--- src/rtl/qenc_pkg.sv ---
// Shared types for the quadrature encoder counter.
// Assumes: edge selection is a 2-bit field; code 2'b11 behaves as both edges.
package qenc_pkg;
    typedef enum logic [1:0] {
        EDGE_RISE = 2'b00,
        EDGE_FALL = 2'b01,
        EDGE_BOTH = 2'b10
    } edge_sel_e;
endpackage

--- src/rtl/qenc_sync.sv ---
// Synchronizes one asynchronous line into the clock domain and flags its edges.
// Assumes: the line is held low while reset is applied, so no false edge follows reset.
module qenc_sync #(
    parameter int STAGES = 2
) (
    input  logic clk,
    input  logic rst_n,
    input  logic din,
    output logic level,
    output logic rise,
    output logic fall
);
    localparam int LAST = STAGES - 1;

    logic [LAST:0] chain;
    logic          prev;

    // Shift the raw line through the synchronizer chain.
    always_ff @(posedge clk) begin
        if (!rst_n) chain <= '0;
        else        chain <= {chain[LAST-1:0], din};
    end

    // Keep the last synchronized sample for edge detection.
    always_ff @(posedge clk) begin
        if (!rst_n) prev <= 1'b0;
        else        prev <= chain[LAST];
    end

    assign level = chain[LAST];
    assign rise  = chain[LAST] & ~prev;
    assign fall  = ~chain[LAST] & prev;
endmodule

--- src/rtl/qenc_step_decode.sv ---
// Turns synchronized edges into a step request with a direction.
// Assumes: each line shows at most one edge per clock; lvl holds the post-edge levels.
module qenc_step_decode
    import qenc_pkg::*;
(
    input  logic       quad_mode,
    input  logic [1:0] edge_sel,
    input  logic [1:0] lvl,    // [0] = line A, [1] = line B
    input  logic [1:0] rise,
    input  logic [1:0] fall,
    output logic       step,
    output logic       step_up,
    output logic       clash
);
    logic use_rise, use_fall;
    logic a_r, a_f, b_r, b_f;

    assign use_rise = (edge_sel != EDGE_FALL);
    assign use_fall = (edge_sel != EDGE_RISE);
    assign a_r = rise[0] & use_rise;
    assign a_f = fall[0] & use_fall;
    assign b_r = rise[1] & use_rise;
    assign b_f = fall[1] & use_fall;

    // Decide whether a step happens and which way it goes.
    always_comb begin
        step    = 1'b0;
        step_up = 1'b1;
        clash   = 1'b0;
        if (!quad_mode) begin
            step = a_r | a_f;
        end else if ((rise[0] | fall[0]) && (rise[1] | fall[1])) begin
            clash = 1'b1;
        end else if (a_r) begin
            step    = 1'b1;
            step_up = ~lvl[1];
        end else if (a_f) begin
            step    = 1'b1;
            step_up = lvl[1];
        end else if (b_r) begin
            step    = 1'b1;
            step_up = lvl[0];
        end else if (b_f) begin
            step    = 1'b1;
            step_up = ~lvl[0];
        end
    end
endmodule

--- src/rtl/qenc_count_core.sv ---
// Cyclic up/down counter over 0..preset with direction and sticky error state.
// Assumes: preset may change at any clock; a shrink below the count clears it.
module qenc_count_core #(
    parameter int WIDTH = 16
) (
    input  logic             clk,
    input  logic             rst_n,
    input  logic             enable,
    input  logic [WIDTH-1:0] preset,
    input  logic             step,
    input  logic             step_up,
    input  logic             clash,
    output logic [WIDTH-1:0] count,
    output logic             dir_up,
    output logic             err_flag
);
    localparam logic [WIDTH-1:0] ZERO = '0;
    localparam logic [WIDTH-1:0] ONE  = WIDTH'(1);

    logic [WIDTH-1:0] next_up, next_dn;

    assign next_up = (count >= preset) ? ZERO : count + ONE;
    assign next_dn = (count == ZERO) ? preset : count - ONE;

    // Advance, wrap or clear the count.
    always_ff @(posedge clk) begin
        if (!rst_n)                   count <= ZERO;
        else if (preset < count)      count <= ZERO;
        else if (enable && step)      count <= step_up ? next_up : next_dn;
    end

    // Remember the direction of the last counted step.
    always_ff @(posedge clk) begin
        if (!rst_n)              dir_up <= 1'b1;
        else if (enable && step) dir_up <= step_up;
    end

    // Latch a simultaneous-change event until reset.
    always_ff @(posedge clk) begin
        if (!rst_n)               err_flag <= 1'b0;
        else if (enable && clash) err_flag <= 1'b1;
    end
endmodule

--- src/rtl/qenc_counter.sv ---
// Top level: two synchronized encoder lines feed a step decoder and a cyclic counter.
// Assumes: encoder lines are low during reset and change slower than three clocks.
module qenc_counter #(
    parameter int WIDTH     = 16,
    parameter int SYNC_DEPTH = 2
) (
    input  logic             clk,
    input  logic             rst_n,
    input  logic             in_a,
    input  logic             in_b,
    input  logic             quad_mode,
    input  logic [1:0]       edge_sel,
    input  logic             enable,
    input  logic [WIDTH-1:0] preset,
    output logic [WIDTH-1:0] count,
    output logic             dir_up,
    output logic             err_flag
);
    localparam int LINES = 2;

    logic [LINES-1:0] raw, lvl, rise, fall;
    logic             step, step_up, clash;

    assign raw = {in_b, in_a};

    for (genvar ch = 0; ch < LINES; ch++) begin : g_line
        qenc_sync #(.STAGES(SYNC_DEPTH)) u_sync (
            .clk   (clk),
            .rst_n (rst_n),
            .din   (raw[ch]),
            .level (lvl[ch]),
            .rise  (rise[ch]),
            .fall  (fall[ch])
        );
    end

    qenc_step_decode u_dec (
        .quad_mode (quad_mode),
        .edge_sel  (edge_sel),
        .lvl       (lvl),
        .rise      (rise),
        .fall      (fall),
        .step      (step),
        .step_up   (step_up),
        .clash     (clash)
    );

    qenc_count_core #(.WIDTH(WIDTH)) u_core (
        .clk      (clk),
        .rst_n    (rst_n),
        .enable   (enable),
        .preset   (preset),
        .step     (step),
        .step_up  (step_up),
        .clash    (clash),
        .count    (count),
        .dir_up   (dir_up),
        .err_flag (err_flag)
    );
endmodule

--- config.mk ---
export PLATFORM = sky130hd
export DESIGN_NAME = qenc_counter
export DESIGN_NICKNAME = d
export VERILOG_FILES = /design/src/rtl/qenc_pkg.sv /design/src/rtl/qenc_sync.sv /design/src/rtl/qenc_step_decode.sv /design/src/rtl/qenc_count_core.sv /design/src/rtl/qenc_counter.sv
export SDC_FILE = /design/constraint.sdc
export NUM_CORES = 1
export LEC_CHECK = 0
export BUFFER_PORTS_ARGS = -buffer_cell sky130_fd_sc_hd__buf_2
export CAP_MARGIN = 15
export CELL_PAD_IN_SITES_DETAIL_PLACEMENT = 0
export CELL_PAD_IN_SITES_GLOBAL_PLACEMENT = 1
export CORE_MARGIN = 2
export CORE_UTILIZATION = 41
export CTS_CLUSTER_SIZE = 8
export DETAILED_ROUTE_END_ITERATION = 8
export PLACE_DENSITY = 0.9
export SYNTH_ARGS = -nofsm -noshare
export SYNTH_HDL_FRONTEND = slang
export SYNTH_HIERARCHICAL = 1
export SYNTH_SLANG_ARGS = --single-unit
--- constraint.sdc ---
create_clock -name clk -period 2.99 [get_ports clk]
set_input_delay 0.4485 -clock clk [delete_from_list [all_inputs] [get_ports clk]]
set_output_delay 0.4485 -clock clk [all_outputs]
set_load 0.01 [all_outputs]
# After elaboration in Yosys (flattened, before gate mapping)
# Cells that the tools add are included.
# W data, S select, Z words.
# word_totals
output_inout_bits,18
wordCells,51
ff_bits,24
# classes
n_lt_le_gt_ge,2
addsub,2
mux,17
bitwise_logic,16
reduce_logical,6
n_eq_ne,1
# ops
cell,count
$mux W16,3
$add A16 B1 Y16 const B,1
$ge A16 B16 Y1,1
$logic_not A16 Y1,1
$lt A16 B16 Y1,1
$sub A16 B1 Y16 const B,1
$mux W1,14
$and A1 B1 Y1,8
$not A1 Y1,5
$logic_and A1 B1 Y1,3
$or A1 B1 Y1,3
$ne A2 B1 Y1 const B,1
$reduce_bool A2 Y1,1
$reduce_or A2 Y1,1

# Logic depth before layout (Yosys ltp)
# Gate-level depths: netlist (run 1).
# logic_depth
ltp_word,10
depth_mapped,12
mapped_depth_nobuf,10

# By module
# Netlist (run 1), hierarchy kept.
# by_module_without_submodules
mod,area_each_um2,seq_area_each_um2,instances,cells_per_inst
qenc_count_core,2023.2,360.3,1,276
qenc_sync,91.3,60.1,2,8
qenc_step_decode,141.4,0.0,1,20

# Worst setup path before layout (run 1)
# No wires, ideal clock.
# synth_timing
path_kind,flip-flop to flip-flop
from,register u_core.count[8]
to,register u_core.count[4]
stages_incl_launch_ff,11
period_less_slack_ns,2.545
path_buffers,2
setup_time_ns,0.091
arrival_ns,2.454
path_slack_ns,0.445
cell_sequence,dfxtp_1 > clkbuf_1 > inv_1 > ha_1 > nand4_1 > nor4_1 > o21ai_0 > a31oi_2 > buf_2 > nand2_1 > a311oi_1
# synth_via
elab_chain_cells,3
word_cells_on_any_way,7
cone_classes,order compare: 2; mux: 3; reduce/logical: 2
# synth_rtl
element,line,source
from (decl),qenc_count_core.sv:13,"output logic [WIDTH-1:0] count,"
from (signal assigned),qenc_count_core.sv:29,else if (enable && step) count <= step_up ? next_up : next_dn;
$ge A16 B16 Y1 or $logic_not A16 Y1 (tied branches),"qenc_count_core.sv:22, qenc_count_core.sv:23",
$mux W16 (on tied branches),"qenc_count_core.sv:22, qenc_count_core.sv:23",
$mux W16,qenc_count_core.sv:29,
# Parallel ways exist; a longest one is shown, timed or not.
# A chain may end at the register's enable or synchronous reset.

# Worst setup path in the final report (run 1)
# layout_timing
from,register u_core.count[12]
to,register u_core.count[4]
# Same word-level chain as after synthesis.

==> impl_metrics.csv, run 1 <==
group,metric,value,unit
outcome,status,"finished clean",
setup_path,worst_path_largest_cell_delay,0.50,ns
logic_synthesis,syn_area,2350,sq um
pwr,total_power,0.787,mW
drt,dr.pass1.iters,5,
logic_synthesis,netlist_instances,312,
drt,ant_nets,0,
place,place_area,2660,sq um
clock_tree,cts_buffers,3,
clock_tree,cts_resized,0,
logic_synthesis,synth.distinct_cells,55,
logic_synthesis,ys_seq_area_share,20.5,%
sta,rsz0062_at_grt,"no",
drt,drc,0,
drt,wl_met2,3150,um
setup_path,required,3.18,ns
grt,grtUsageTotal,23.2,%
setup_path,r2r-start,"u_core/count[12]$_SDFFE_PP0P_",
sta,finalSetupViolCount,0,
clock_tree,cts_tree,"yes",
pwr,irDropWorstVdd,0.000173,V
setup_path,r2r_cells,9,
pwr,p_leak,1.10,nW
sta,fin_skew,0.00436,ns
setup_path,crit_fanout,9,
clock_tree,cts_root_buf,"clkbuf_8",
logic_synthesis,async_reset_ff_share,0,%
clock_tree,cts_num_sinks,24,
drt,wl_met3,572,um
setup_path,critical-path-slowest-cell,"nor4_1",
setup_path,r2r_end,"u_core/count[4]$_SDFFE_PP0P_",
sta,timing.final.crit_share,89.3,%
logic_synthesis,syn_area_per_cell,7.52,sq um
clock_tree,postCtsSetupBuffers,0,
finish,register_area,480,sq um
drt,drt_iter0_drc,226,
logic_synthesis,ys_seq_elements,24,
clock_tree,clk_path_buf_depth,2,
logic_synthesis,synth_ff_type,"dfxtp_1",
sta,drv_slew,0,
pwr,power_density,289,nW/um^2
floorplanning,io_pins,42,
setup_path,reg2reg_setup_slack,0.32,ns
sta,finalSetupTns,0,ns
clock_tree,cts-htree-levels,1,
run,max-cap-violations,0,
floorplanning,core_area,5510,sq um
clock_tree,clk_latency,0.27,ns
finish,antennaDiodeCount,0,
sta,max_freq,375,MHz
drt,wl_per_cell,16.6,um
logic_synthesis,synth_nets,355,
finish,num-nets-final,399,
sta,final-hold-violation-count,0,
drt,dr_total_vias,2563,
setup_path,crit_chain,"inv_1, ha_1, nand4_1, nor4_1, o21ai_0, a31oi_2, buf_4, nand2_1, a311oi_1",
setup_path,critical_path_buf_inv_count,2,
logic_synthesis,synth_area_leaders,"dfxtp_1, ha_1, nand2_1, a21oi_1, xnor2_1",
logic_synthesis,yosysTopAreaCell,"dfxtp_1",
drt,wl_met1,3230,um
min_path,holdPathStages,2,
grt,grt_pass1_wl,11700,um
floorplanning,initial_utilization,42.6,%
floorplanning,die_w,79.7,um
floorplanning,dieArea,6350,sq um
finish,area.growth.synth_to_final,15.8,%
logic_synthesis,yosys_warnings,6,
grt,grt_pass1_vias,2421,
setup_path,cp-start-kind,"register",
clock_tree,path_clk_slew,0.09,ns
finish,multiInputGateArea,1690,sq um
place,place_hpwl,5280,um
setup_path,crit_family,"compound AO/OA/AOI/OAI gates",
setup_path,end_kind,"register",
sta,worstMarginPinSlew,0.641,ns
finish,fin_area,2720,sq um
place,io_buffers,41,
finish,layout-drive-gt1-share,21.7,%
logic_synthesis,synth_edf_count,0,
drt,top_layer,"met4",
min_path,hold_end,"g_line[1].u_sync/chain[0]$_SDFF_PN0_",
grt,grt-ovfl-total,0,
sta,slew_headroom,57.2,%
setup_path,critical_path_arrival,2.86,ns
floorplanning,die_h,79.7,um
setup_path,worstSetupPathType,"reg -> reg",
place,place_congestion,0.917,
drt,via_per_inst,6.00,
grt,antenna_found_initial,0,
sta,holdWs,0.371,ns
floorplanning,rows,27,
clock_tree,cts_hold_buf,0,
sta,post-route-min-period,2.67,ns
min_path,worstHoldPathType,"in -> reg",
logic_synthesis,yosysTopAreaCellShare,20.5,%
finish,nFillCells,575,
drt,wl,7100,um
finish,utilization,49.4,%
min_path,min_from,"in_b",
grt,grt_max_degree,22,
==> per-layer routing <==
layer	global-route usage (%)	up-vias
met3	3.73	20
li1	-	1236
met4	7.07	0
met1	32.0	1186
met2	37.1	121
met5	0	-
==> worst max-delay path by stage <==
stage	from	endpoint	slack [ns]	cells past startpoint
after floorplan	u_core/count[8]$_SDFFE_PP0P_	u_core/count[4]$_SDFFE_PP0P_	0.45	10
after global placement	u_core/count[11]$_SDFFE_PP0P_	u_core/count[3]$_SDFFE_PP0P_	0.36	8
after detailed placement	u_core/count[12]$_SDFFE_PP0P_	u_core/count[4]$_SDFFE_PP0P_	0.22	8
after CTS	u_core/count[12]$_SDFFE_PP0P_	u_core/count[4]$_SDFFE_PP0P_	0.23	8
after global routing	u_core/count[12]$_SDFFE_PP0P_	u_core/count[4]$_SDFFE_PP0P_	0.13	9
final	u_core/count[12]$_SDFFE_PP0P_	u_core/count[4]$_SDFFE_PP0P_	0.32	9
==> registers in the layout, summed over array words and instances (netlist names) <==
signal and cells:
g_line.u_sync/chain 4, u_core/err_flag 1, u_core/dir_up 1, u_core/count 16
g_line.u_sync/prev 2
==> synthesized netlist by cell type, types with 2 or more instances <==
library cell  count
nand3_1          10
xnor2_1          11
nor2b_1           7
buf_2             6
and2_1           11
nand3b_1          2
a311oi_1          3
mux2i_1           4
nor3b_1           2
inv_1            20
nand4_1          12
nand2_1          31
and3_1            2
nor4_1            5
o22ai_1           4
mux2_2            4
o21a_1            3
nor4_4            2
buf_6             3
o211ai_1         11
dfxtp_1          24
nor3_1           15
ha_1             19
a21oi_1          20
o21ai_0          16
clkbuf_1          6
a21o_1            3
nor2_1           18
a31oi_1          10
nand2b_1          3
==> placed cells by master, fill, tap and decap left out, drive strengths merged, types with 3 or more instances in the layout <==
| master | Yosys | final |
|---|---|---|
| a21o | 3 | 3 |
| a21oi | 20 | 20 |
| a311oi | 3 | 3 |
| a31oi | 11 | 11 |
| and2 | 12 | 12 |
| buf | 11 | 57 |
| clkbuf | 7 | 4 |
| dfxtp | 24 | 24 |
| ha | 19 | 19 |
| inv | 20 | 20 |
| mux2 | 4 | 4 |
| mux2i | 4 | 4 |
| nand2 | 32 | 32 |
| nand2b | 4 | 4 |
| nand3 | 11 | 11 |
| nand4 | 12 | 12 |
| nor2 | 18 | 18 |
| nor2b | 7 | 7 |
| nor3 | 15 | 15 |
| nor4 | 7 | 7 |
| o211ai | 12 | 12 |
| o21a | 3 | 3 |
| o21ai | 16 | 16 |
| o22ai | 4 | 4 |
| xnor2 | 11 | 11 |
==> stage by stage <==
| stage | setup WS, ns | cells |
|---|---|---|
| finish | 0.321 | 427 |
| global route | 0.130 | 427 |
| CTS | 0.227 | 427 |
| detailed placement | 0.224 | 423 |
| global placement | 0.358 | 423 |
| floorplan | 0.445 | 312 |
==> area by class of cell <==
class | count | area share [%]
inverter | 20 | 2.76
timing repair buffer | 57 | 12.0
tap | 72 | 3.31
clock buffer | 4 | 2.03
multi-input combinational | 250 | 62.2
sequential | 24 | 17.7
==> power by group <==
part	switching [mW]	internal [mW]
sequential	0.00620	0.325
combinational	0.136	0.0892
clock	0.112	0.118
==> cell families after synthesis <==
kind of cell,synth area share (%)
AOI/OAI and AO/OA,23.6
xor gates and xnor gates,4.10
adders and majority gates,10.1
buffers and inverters,7.57
DFF,20.5
muxes,3.62
and+or+nand+nor,30.5
Power figures use the tool's default switching activity.
==> inputs of run 2 (changes only) <==
- ABC_AREA: default -> 1
- CORE_UTILIZATION: 41 -> 42
- MAX_ROUTING_LAYER: default -> met4
- PLACE_DENSITY: 0.9 -> 0.95
- clock period: 2.99 -> 3.37 ns (I/O delays scaled with it)
==> run 2 against run 1 <==
Net effect: combinational power is 36% higher; sequential share of layout area is 1.5 points lower; die area is 10% higher; largest cell class unchanged.
==> impl_metrics.csv, run 2 <==
group,metric,value,unit
clock_tree,clk_path_buf_depth,2,
finish,largest_registers,"u_core/count x16, g_line.u_sync/chain x4, g_line.u_sync/prev x2",
pwr,clockPowerShare,29.7,%
logic_synthesis,synth_nets,497,
clock_tree,cts_resized,0,
logic_synthesis,ys_top_cells_by_count,"nand2_1, nor2_1, inv_1",
sta,worstMarginPinSlew,0.626,ns
logic_synthesis,syn_area_per_cell,5.85,sq um
setup_path,crit_fanout,17,
drt,ant_nets,0,
sta,post-route-min-period,2.57,ns
finish,largest_reg_flops,16,
logic_synthesis,synth.distinct_cells,32,
sta,rsz0062_at_grt,"no",
logic_synthesis,synth_edf_count,0,
logic_synthesis,yosysTopAreaCell,"dfxtp_1",
grt,grt-ovfl-total,0,
clock_tree,cts_buffers,3,
pwr,power_density,294,nW/um^2
pwr,power_switching,0.316,mW
drt,dr_total_vias,2979,
logic_synthesis,yosys_warnings,6,
finish,layout_commonest_cell,"nand2_1",
drt,wl_met3,476,um
logic_synthesis,synth_top_family_by_area,"simple AND/OR/NAND/NOR gates",
setup_path,worstSetupPathType,"reg -> reg",
pwr,p_leak,1.65,nW
logic_synthesis,ys_seq_area_share,18.1,%
clock_tree,cts_num_sinks,24,
sta,slew_headroom,58.1,%
drt,top_layer,"met4",
logic_synthesis,yosys.area_share.simple,47.5,%
drt,drc,0,
floorplanning,die_h,83.5,um
grt,antenna_found_initial,0,
finish,area.growth.synth_to_final,11.6,%
pwr,irDropWorstVdd,0.000226,V
logic_synthesis,syn_area,2660,sq um
grt,grtUsageTotal,23.4,%
floorplanning,io_pins,42,
grt,grt_max_degree,18,
place,place_congestion,0.941,
pwr,swShare,36.3,%
floorplanning,core_area,6030,sq um
clock_tree,cts-htree-levels,1,
place,io_buffers,41,
sta,fin_skew,0.000940,ns
grt,grt_pass1_vias,2704,
logic_synthesis,synth_ff_type,"dfxtp_1",
logic_synthesis,synthMuxAreaShare,0,%
finish,largest-register,"u_core/count",
floorplanning,dieArea,6980,sq um
clock_tree,cts_root_buf,"clkbuf_8",
logic_synthesis,netlist_instances,454,
drt,dr.pass1.iters,5,
drt,via_per_inst,5.27,
sta,layout_setup_ws,0.802,ns
finish,final_cell_mix,"nand2_1, nor2_1, inv_1",
setup_path,end_kind,"register",
place,place_hpwl,6170,um
finish,utilization,49.2,%
drt,drt_iter0_drc,257,
grt,grt_pass1_wl,13100,um
sta,finalSetupViolCount,0,
clock_tree,path_clk_slew,0.09,ns
finish,instances_no_fill,565,
drt,wl_met2,3640,um
floorplanning,die_w,83.5,um
finish,fin_area,2970,sq um
pwr,p_seq_share,35.1,%
logic_synthesis,async_reset_ff_share,0,%
sta,max_freq,389,MHz
logic_synthesis,yosysTopAreaCellShare,18.1,%
clock_tree,cts_hold_buf,0,
logic_synthesis,synth_most_common_cell,"nand2_1",
setup_path,critical_path_buf_inv_count,3,
drt,wl_per_cell,13.9,um
setup_path,required,3.53,ns
logic_synthesis,synth_compound_area_share,11.3,%
pwr,comb_power_share,35.3,%
logic_synthesis,synthAdderAreaFrac,8.95,%
setup_path,crit_family,"simple AND/OR/NAND/NOR gates",
floorplanning,rows,28,
sta,final-hold-violation-count,0,
setup_path,critical-path-slowest-cell,"dfxtp_1",
drt,wl_met1,3610,um
drt,wl,7860,um
sta,finalSetupTns,0,ns
run,max-cap-violations,0,
logic_synthesis,synth_xor_area_share,2.31,%
setup_path,cpMostUsedCell,"nand2_1",
finish,num-nets-final,534,
place,dp_worst_setup_slack,0.850,ns
clock_tree,postCtsSetupBuffers,0,
clock_tree,clk_latency,0.27,ns
sta,drv_slew,0,
logic_synthesis,synth_area_leaders,"dfxtp_1, nand2_1, nor2_1, ha_1, inv_1",
setup_path,critical_path_arrival,2.73,ns
place,dp.cells,561,
floorplanning,initial_utilization,44.1,%
setup_path,cp-start-kind,"register",
outcome,status,"finished clean",
min_path,worstHoldPathType,"in -> reg",
logic_synthesis,ys_seq_elements,24,
setup_path,reg2reg_setup_slack,0.80,ns
place,place_area,2900,sq um
sta,timing.final.crit_share,76.2,%
clock_tree,cts_tree,"yes",
pwr,internal_power,0.556,mW
finish,antennaDiodeCount,0,
setup_path,worst_path_largest_cell_delay,0.64,ns
setup_path,crit_chain,"inv_1, ha_1, nand2_1, inv_1, nand2_1, nand2_1, nand2_1, nand2_1, nand2_1, nand2_2, nand2_2, clkinv_1, nand2_1, a21oi_1",
finish,layout-drive-gt1-share,15.9,%
[run 2: kinds of logic after synthesis]
group / after synthesis
XOR/XNOR: 7
adder cells (fa/ha/maj): 19
AND/OR/NAND/NOR: 276
AO/OA/AOI/OAI: 54
buffers and inverters: 74
flip-flops: 24
[run 2: stage by stage]
step	hold slack, ns	total power [mW]
3_5_place_dp	0.407	0.614
5_1_grt	0.428	0.935
4_1_cts	0.396	0.875
3_3_place_gp	0.392	0.610
6_report	0.403	0.872
2_1_floorplan	0.390	0.540
[run 2: power by group through the flow]
stage	combinational (mW)	sequential [mW]	clock (mW)
floorplan	0.232	0.308	0
global placement	0.297	0.312	0
detailed placement	0.301	0.313	0
CTS	0.303	0.306	0.266
global route	0.350	0.308	0.277
finish	0.307	0.306	0.259
[run 2: final timing paths]
path | start | to | cells past startpoint
setup / recovery | u_core/count[2]$_SDFFE_PP0P_ | u_core/count[6]$_SDFFE_PP0P_ | 14
hold / removal | in_b | g_line[1].u_sync/chain[0]$_SDFF_PN0_ | 3
setup reg to reg | u_core/count[2]$_SDFFE_PP0P_ | u_core/count[6]$_SDFFE_PP0P_ | 14
hold reg to reg | g_line[1].u_sync/chain[0]$_SDFF_PN0_ | g_line[1].u_sync/chain[1]$_SDFF_PN0_ | 2
[run 2: area by class of cell]
class,instances,area (sq um)
inverters,62,233
flip-flops and latches,24,480
repair buffers,44,228
clock buffers,3,41.3
well taps,75,93.8
clock inverters,1,30.0
multi-input cells,356,1860
fillers,671,3060
[run 2: routing by layer]
| metal | GRT usage, % | vias to the layer above |
|---|---|---|
| met4 | 6.01 | 0 |
| met2 | 36.9 | 103 |
| li1 | - | 1514 |
| met1 | 31.5 | 1346 |
| met3 | 3.36 | 16 |
| met5 | - | - |
[run 2: tightest hold or removal path: cells and delay by family]
kind | cells | cell delay [ns]
buf+inv | 2 | 0.11
simple gates | 1 | 0.04
==> inputs of run 3 (changes only) <==
- CORE_UTILIZATION: 42 -> 35
- PLACE_DENSITY: 0.95 -> 0.85
- clock period: 3.37 -> 2.1 ns (I/O delays scaled with it)
==> run 3 against run 2 <==
Net effect: design area increased by 8.0%; cell count rose by 8.7%; critical path depth unchanged; non-clock buffer count is 25 higher; register-to-register slack worse by 0.67 ns; hold slack got worse by 0.19 ns; via count increased by 4.8%; power rose by 67%; first-iteration DRC count is 6.2% higher; clock skew rose by 0.017 ns; largest cell class unchanged.
==> impl_metrics.csv, run 3 (synthesis gave the netlist of run 2 again) <==
group,metric,value,unit
drt,via_per_inst,5.09,
floorplanning,io_pins,42,
setup_path,critical_path_buf_inv_count,2,
setup_path,cpMostUsedCell,"nand2_1",
clock_tree,cts_resized,0,
clock_tree,cts_hold_buf,0,
setup_path,worst_path_largest_cell_delay,0.41,ns
pwr,total_power,1.46,mW
drt,dr.pass1.iters,5,
pwr,power_density,456,nW/um^2
pwr,irDropWorstVdd,0.000252,V
place,dp.cells,610,
outcome,status,"finished clean",
clock_tree,cts_buffers,3,
finish,register_area,480,sq um
place,io_buffers,41,
drt,ant_nets,0,
clock_tree,cts_num_sinks,24,
drt,drt_iter0_drc,273,
clock_tree,cts_tree,"yes",
sta,post-route-min-period,1.97,ns
finish,instances_no_fill,614,
pwr,p_leak,1.78,nW
clock_tree,cts_root_buf,"clkbuf_8",
finish,largest_registers,"u_core/count x16, g_line.u_sync/chain x4, g_line.u_sync/prev x2",
place,place_hpwl,6560,um
setup_path,critical_path_arrival,2.14,ns
grt,grt-ovfl-total,0,
clock_tree,path_clk_slew,0.11,ns
floorplanning,core_area,7290,sq um
drt,dr_total_vias,3123,
floorplanning,rows,31,
min_path,worstHoldPathType,"in -> reg",
sta,finalSetupTns,0,ns
clock_tree,cts-htree-levels,1,
drt,wl_per_cell,13.6,um
sta,holdWs,0.215,ns
clock_tree,postCtsSetupBuffers,0,
floorplanning,die_h,91.1,um
clock_tree,clk_path_buf_depth,2,
sta,drv_slew,0,
grt,grt_max_degree,17,
setup_path,crit_fanout,10,
finish,multiInputGateArea,1870,sq um
sta,max_freq,507,MHz
setup_path,worstSetupPathType,"reg -> reg",
place,dp_worst_setup_slack,0.121,ns
sta,slew_headroom,66.3,%
drt,wl,8360,um
finish,largest-register,"u_core/count",
sta,worstMarginPinSlew,0.503,ns
sta,rsz0062_at_grt,"no",
floorplanning,die_w,91.1,um
grt,grt_pass1_vias,2786,
finish,largest_reg_flops,16,
sta,finalSetupViolCount,0,
grt,grt_pass1_wl,13500,um
clock_tree,clk_latency,0.28,ns
grt,antenna_found_initial,0,
sta,timing.final.crit_share,94.0,%
finish,num-nets-final,559,
sta,layout_setup_ws,0.127,ns
setup_path,required,2.26,ns
grt,grtUsageTotal,20.5,%
setup_path,crit_chain,"inv_1, ha_1, nand2_1, nand2_1, nand2_1, nand2_1, nand2_1, nand2_1, nand2_1, nand2_2, nand2_2, clkinvlp_4, nand2_1, a21oi_1",
sta,final-hold-violation-count,0,
finish,nFillCells,826,
finish,fin_area,3200,sq um
finish,layout_commonest_cell,"nand2_1",
finish,layout-drive-gt1-share,21.0,%
finish,antennaDiodeCount,0,
setup_path,crit_family,"simple AND/OR/NAND/NOR gates",
finish,utilization,43.9,%
place,place_congestion,0.997,
floorplanning,initial_utilization,36.4,%
setup_path,reg2reg_setup_slack,0.13,ns
finish,final_cell_mix,"nand2_1, nor2_1, inv_1",
run,max-cap-violations,0,
floorplanning,dieArea,8310,sq um
setup_path,cp-start-kind,"register",
finish,area.growth.synth_to_final,20.5,%
setup_path,critical-path-slowest-cell,"dfxtp_1",
drt,drc,0,
setup_path,end_kind,"register",
sta,fin_skew,0.0175,ns
place,place_area,3110,sq um
[run 3: cell types whose count changed in the layout (fill, tap and decap cells not counted), moves of 2 or more]
cell     before  now
nand2_2       6    8
nand2_1     127  125
inv_2         2    4
inv_1        59   57
buf_4         3   27
[run 3: metal layers]
| layer | vias up | track usage, % | part of all wire (%) |
|---|---|---|---|
| li1 | 1576 | - | - |
| met1 | 1408 | 27.0 | 45 |
| met3 | 19 | 1.41 | 5.3 |
| met2 | 120 | 33.7 | 47 |
| met4 | 0 | 6.31 | 2.1 |
| met5 | - | - | 0 |
[run 3: worst paths after layout]
path	start	to	depth (start not counted)
setup / recovery	u_core/count[1]$_SDFFE_PP0P_	u_core/count[4]$_SDFFE_PP0P_	14
setup reg to reg	u_core/count[1]$_SDFFE_PP0P_	u_core/count[4]$_SDFFE_PP0P_	14
hold / removal	in_b	g_line[1].u_sync/chain[0]$_SDFF_PN0_	3
hold reg to reg	g_line[0].u_sync/chain[0]$_SDFF_PN0_	g_line[0].u_sync/chain[1]$_SDFF_PN0_	2
[run 3: cell type report]
| type | count | share of cell area [%] |
|---|---|---|
| Sequential cell | 24 | 15.0 |
| Tap cell | 99 | 3.87 |
| Multi-Input combinational cell | 356 | 58.4 |
| Clock buffer | 3 | 1.29 |
| Inverter | 62 | 7.38 |
| Timing Repair Buffer | 69 | 13.1 |
| Clock inverter | 1 | 0.938 |
[run 3: power by group]
part	switching (mW)	total, mW	internal (mW)
Clock	0.182	0.437	0.255
Sequential	0.00800	0.477	0.469
Combinational	0.354	0.547	0.193
[run 3: worst register-to-register path: cells and delay by family, from the launching register on]
family	cells	cell delay [ns]
AND/OR/NAND/NOR	10	0.71
flip-flops	1	0.41
buffers and inverters	2	0.36
adder cells (fa/ha/maj)	1	0.31
AO/OA/AOI/OAI	1	0.04
